File: config.mk
export PLATFORM = sky130hd
export DESIGN_NAME = bus_cmd_decoder
export DESIGN_NICKNAME = d
export VERILOG_FILES = /design/src/rtl/bcd_pkg.sv /design/src/rtl/bcd_rst_sync.sv /design/src/rtl/bcd_start_det.sv /design/src/rtl/bcd_seq.sv /design/src/rtl/bus_cmd_decoder.sv
export SDC_FILE = /design/constraint.sdc
export NUM_CORES = 1
export LEC_CHECK = 0
export BUFFER_PORTS_ARGS = -buffer_cell sky130_fd_sc_hd__buf_2
export CAP_MARGIN = 20
export CORE_AREA = 2 2 39 41
export DETAILED_ROUTE_END_ITERATION = 8
export DIE_AREA = 0 0 41 43
export SLEW_MARGIN = 20
export SYNTH_ARGS = -nofsm -noshare
export SYNTH_HDL_FRONTEND = slang
export SYNTH_HIERARCHICAL = 1
export SYNTH_SLANG_ARGS = --single-unit
File: constraint.sdc
create_clock -name clk -period 2.65 [get_ports clk]
set_input_delay 0.1325 -clock clk [delete_from_list [all_inputs] [get_ports clk]]
set_output_delay 0.1325 -clock clk [all_outputs]
set_load 0.01 [all_outputs]
File: src/rtl/bcd_pkg.sv
package bcd_pkg;
  localparam int STAT_W = 3;
  localparam logic [STAT_W-1:0] ST_PASSIVE = 3'b111;

  typedef enum logic [1:0] {PH_IDLE, PH_ADDR, PH_CMD} phase_e;

  typedef enum logic [2:0] {
    K_MRD  = 3'd0,
    K_MWR  = 3'd1,
    K_IORD = 3'd2,
    K_IOWR = 3'd3,
    K_INTA = 3'd4,
    K_HALT = 3'd5,
    K_NONE = 3'd6
  } kind_e;

  localparam int NUM_KIND = 6;

  function automatic kind_e stat_to_kind(input logic [STAT_W-1:0] s);
    kind_e k;
    unique case (s)
      3'b000:  k = K_INTA;
      3'b001:  k = K_IORD;
      3'b010:  k = K_IOWR;
      3'b011:  k = K_HALT;
      3'b100:  k = K_MRD;
      3'b101:  k = K_MRD;
      3'b110:  k = K_MWR;
      default: k = K_NONE;
    endcase
    return k;
  endfunction
endpackage

File: src/rtl/bcd_rst_sync.sv
module bcd_rst_sync #(
  parameter int STAGES = 2
) (
  input  logic clk,
  input  logic rst_n,
  output logic rst_sync_n
);
  logic [STAGES-1:0] sync_q;

  always_ff @(posedge clk or negedge rst_n) begin
    if (!rst_n) sync_q <= '0;
    else        sync_q <= {sync_q[STAGES-2:0], 1'b1};
  end

  assign rst_sync_n = sync_q[STAGES-1];
endmodule

File: src/rtl/bcd_start_det.sv
module bcd_start_det
  import bcd_pkg::*;
(
  input  logic              clk,
  input  logic              rst_n,
  input  logic [STAT_W-1:0] stat_i,
  output logic              start_o,
  output logic              passive_o
);
  logic [STAT_W-1:0] prev_q;
  logic [STAT_W-1:0] prev_d;

  always_comb begin
    prev_d = stat_i;
  end

  always_ff @(posedge clk or negedge rst_n) begin
    if (!rst_n) prev_q <= ST_PASSIVE;
    else        prev_q <= prev_d;
  end

  assign passive_o = (stat_i == ST_PASSIVE);
  assign start_o   = (prev_q == ST_PASSIVE) && !passive_o;
endmodule

File: src/rtl/bcd_seq.sv
module bcd_seq
  import bcd_pkg::*;
(
  input  logic              clk,
  input  logic              rst_n,
  input  logic [STAT_W-1:0] stat_i,
  input  logic              start_i,
  input  logic              passive_i,
  output phase_e            phase_o,
  output kind_e             kind_o
);
  phase_e phase_q, phase_d;
  kind_e  kind_q, kind_d;
  logic   kind_en;

  always_comb begin
    phase_d = phase_q;
    kind_en = 1'b0;
    unique case (phase_q)
      PH_IDLE: if (start_i) begin
        phase_d = PH_ADDR;
        kind_en = 1'b1;
      end
      PH_ADDR: phase_d = passive_i ? PH_IDLE : PH_CMD;
      PH_CMD:  if (passive_i) phase_d = PH_IDLE;
      default: phase_d = PH_IDLE;
    endcase
    kind_d = stat_to_kind(stat_i);
  end

  always_ff @(posedge clk or negedge rst_n) begin
    if (!rst_n) phase_q <= PH_IDLE;
    else        phase_q <= phase_d;
  end

  always_ff @(posedge clk or negedge rst_n) begin
    if (!rst_n)       kind_q <= K_NONE;
    else if (kind_en) kind_q <= kind_d;
  end

  assign phase_o = phase_q;
  assign kind_o  = kind_q;
endmodule

File: src/rtl/bus_cmd_decoder.sv
module bus_cmd_decoder
  import bcd_pkg::*;
(
  input  logic              clk,
  input  logic              rst_n,
  input  logic [STAT_W-1:0] stat_i,
  output logic              mrd_n,
  output logic              mwr_n,
  output logic              iord_n,
  output logic              iowr_n,
  output logic              inta_n,
  output logic              ale,
  output logic              den,
  output logic              dir,
  output logic              halt
);
  logic   rst_int_n;
  logic   start, passive;
  phase_e phase;
  kind_e  kind;
  logic [NUM_KIND-1:0] act;

  bcd_rst_sync #(.STAGES(2)) u_rst (
    .clk(clk), .rst_n(rst_n), .rst_sync_n(rst_int_n)
  );

  bcd_start_det u_det (
    .clk(clk), .rst_n(rst_int_n), .stat_i(stat_i),
    .start_o(start), .passive_o(passive)
  );

  bcd_seq u_seq (
    .clk(clk), .rst_n(rst_int_n), .stat_i(stat_i),
    .start_i(start), .passive_i(passive),
    .phase_o(phase), .kind_o(kind)
  );

  for (genvar g = 0; g < NUM_KIND; g++) begin : g_act
    assign act[g] = (phase == PH_CMD) && (kind == kind_e'(g));
  end

  assign mrd_n  = ~act[K_MRD];
  assign mwr_n  = ~act[K_MWR];
  assign iord_n = ~act[K_IORD];
  assign iowr_n = ~act[K_IOWR];
  assign inta_n = ~act[K_INTA];
  assign halt   = act[K_HALT];
  assign ale    = (phase == PH_ADDR);
  assign den    = |act[K_INTA:K_MRD];
  assign dir    = (phase != PH_IDLE) && (kind == K_MWR || kind == K_IOWR);
endmodule

==> results.sh <==
export IMPL_initial_core_util_pct=34.4
export IMPL_clock_skew_ps=1.69
export IMPL_num_antenna_cells=0
export IMPL_cp_max_fo=6
export IMPL_avgSynthCellArea_um2=10.8
export IMPL_crit_required_ps=2520
export IMPL_area_growth_pct=27.6
export IMPL_fin_crit_sh_pct=54.9
export IMPL_setup_violations=0
export IMPL_mostFrequentLayoutCells="buf_2 (13), nor2_1 (5), dfstp_2 (5), dfrtp_1 (5)"
export IMPL_fp_dieW_um=41
export IMPL_use_met3_pct=7.85
export IMPL_viasPerCell=4.63
export IMPL_fin_util_pct=43.9
export IMPL_grt_busiest_layer="met2"
export IMPL_clock_root_buffer="clkbuf_4"
export IMPL_met2_usage_pct=15.9
export IMPL_routed_wl_um=812
export IMPL_pre_cts_slack_ps=1400
export IMPL_grt_pass1_vias=312
export IMPL_setup_slack_ps=1200
export IMPL_yosysUniqueCellTypes=21
export IMPL_synth_cells=44
export IMPL_syn_num_nets=49
export IMPL_cts_tree="yes"
export IMPL_end_kind="output pin"
export IMPL_crit_chain="nor3b_2, nand3b_1, buf_2"
export IMPL_die_y_um=43
export IMPL_gr_total_overflow=0
export IMPL_final_nets=68
export IMPL_maxCapViolCount=0
export IMPL_clock_path_buffers=2
export IMPL_rsz0062_at_grt="false"
export IMPL_power_density_nw_per_um2=880
export IMPL_ant_nets=0
export IMPL_min_path_type="input port to flip-flop"
export IMPL_final_area_um2=607
export IMPL_p_leak_nw=0.260
export IMPL_track_usage_pct=11.6
export IMPL_crit_type="flip-flop to output pin"
export IMPL_die_area_um2=1760
export IMPL_crit_buf_inv=1
export IMPL_dr_pass1_iters=4
export IMPL_seq_area_frac_synth_pct=53.9
export IMPL_dpl_cell_area_um2=561
export IMPL_cts_htree_levels=1
export IMPL_status="completed"
export IMPL_max_freq_ghz=0.688
export IMPL_numClockSinks=10
export IMPL_worstSetupStartpointType="flip-flop"
export IMPL_cts_buffers=3
export IMPL_synth_seq_cells=10
export IMPL_synth_warning_count=6
export IMPL_core_um2=1380
export IMPL_cts_resized=0
export IMPL_avgRoutedWirePerCell_um=10.4
export IMPL_place_congestion=0.721
export IMPL_critical_path_slowest_cell="dfrtp_1"
export IMPL_vias=361
export IMPL_ir_worst_vdd_uv=479
export IMPL_post_dp_hpwl_um=587
export IMPL_clk_latency_ps=260
export IMPL_period_minus_slack_ps=1450
export IMPL_fin_setup_tns_ps=0
export IMPL_io_buffers=13
export IMPL_clkSlewWorstSetupHoldPaths_ps=70
export IMPL_antenna_found_initial=0
export IMPL_cp_top_family="flip-flops"
export IMPL_multiInputGateArea_um2=215
export IMPL_n_fill_cell=141
export IMPL_grtUsageMet1_pct=15.2
export IMPL_rows=14
export IMPL_drive_gt1_share_pct=45.2
export IMPL_slowest_delay_ps=480
export IMPL_maxSlewViolCount=0
export IMPL_hold_ws_ps=13.6
export IMPL_drt_initial_drc_count=3
export IMPL_remaining_drc_errors=0
export IMPL_seq_area_um2=256
export IMPL_ios=14
export IMPL_crit_arrival_ps=1320
export IMPL_grt_max_degree=9
export IMPL_grt_pass1_wl_mm=1.33
export IMPL_mappedNetlistArea_um2=475
export IMPL_layout_commonest_cell="buf_2"
export IMPL_hold_viol_final=0
[where the power goes]
part / total [mW] / switching, mW / internal, mW / leakage (nW)
clock: 0.137 / 0.0540 / 0.0834 / 0.0210
sequential: 0.258 / 0.0569 / 0.201 / 0.115
combinational: 0.139 / 0.0633 / 0.0754 / 0.124
[state kept, by name, summed over array words and instances (netlist names)]
register / count
u_det/prev_q: 3
u_seq/kind_o: 3
u_rst/sync_q: 2
u_seq/phase_o: 2
[Yosys cell counts]
cell      n  share of area (%)
nand3b_1  2                3.2
nor2_1    5                3.9
o21ai_0   2                2.1
nor2_2    1                1.3
nand2_1   2                1.6
nor3b_4   1                3.9
and4b_1   1                2.1
nor2b_2   1                1.8
nor3b_2   1                2.6
nor3_1    1                1.1
and3_4    1                2.4
dfrtp_1   5                 26
a21oi_1   4                4.2
and2b_2   1                1.8
inv_1     1               0.79
xnor2_1   2                3.7
and2_1    1                1.3
nand3_1   4                4.2
conb_1    1               0.79
dfstp_2   5                 28
nor3b_1   2                3.2
[cells by family (layout without fill, tap and decap cells)]
| group | Yosys count | after routing | share of synthesized area (%) |
|---|---|---|---|
| other | 1 | 1 | 0.789 |
| buffers and inverters | 1 | 19 | 0.789 |
| AOI/OAI and AO/OA | 6 | 6 | 6.32 |
| xor gates and xnor gates | 2 | 2 | 3.68 |
| and+or+nand+nor | 24 | 24 | 34.5 |
| DFF | 10 | 10 | 53.9 |
[per-layer routing]
layer | vias up | part of all wire [%]
met3 | 2 | 4.7
met4 | 0 | 0.86
met1 | 168 | 47
met2 | 5 | 47
met5 | - | 0
li1 | 186 | -
[metrics by stage]
stage	total power [mW]	instances
floorplan	0.350	44
global placement	0.399	73
detailed placement	0.400	73
CTS	0.542	78
global route	0.580	78
finish	0.534	78
[final timing paths]
| check | from | end | slack (ps) | depth (start not counted) |
|---|---|---|---|---|
| worst max-delay path | u_seq/phase_o[0]$_DFFE_PN0P_ | mwr_n | 1200 | 3 |
| worst max register to register | u_det/prev_q[1]$_DFF_PN1_ | u_seq/kind_o[1]$_DFFE_PN1P_ | 1390 | 5 |
| worst min register to register | u_rst/sync_q[1]$_DFF_PN0_ | u_seq/phase_o[1]$_DFFE_PN0P_ | 120 | 0 |
| max in group asynchronous | u_rst/sync_q[1]$_DFF_PN0_ | u_seq/kind_o[1]$_DFFE_PN1P_ | 2240 | 0 |
| worst min-delay path | stat_i[2] | u_det/prev_q[2]$_DFF_PN1_ | 10 | 1 |
| min in group asynchronous | u_rst/sync_q[1]$_DFF_PN0_ | u_seq/phase_o[1]$_DFFE_PN0P_ | 120 | 0 |
[layout make-up]
| class | count | area share (%) |
|---|---|---|
| inverter | 1 | 0.619 |
| sequential | 10 | 42.3 |
| tap | 16 | 3.30 |
| timing repair buffer | 14 | 12.4 |
| multi-input combinational | 33 | 35.5 |
| clock buffer | 4 | 5.98 |
[repair_timing]
item | in CTS | in global routing
buffers inserted | 0 | 0
hold buffers | 1 | 0
hold endpoints to repair | 2 | 0
Note: power is estimated with default switching activity, not from simulation.
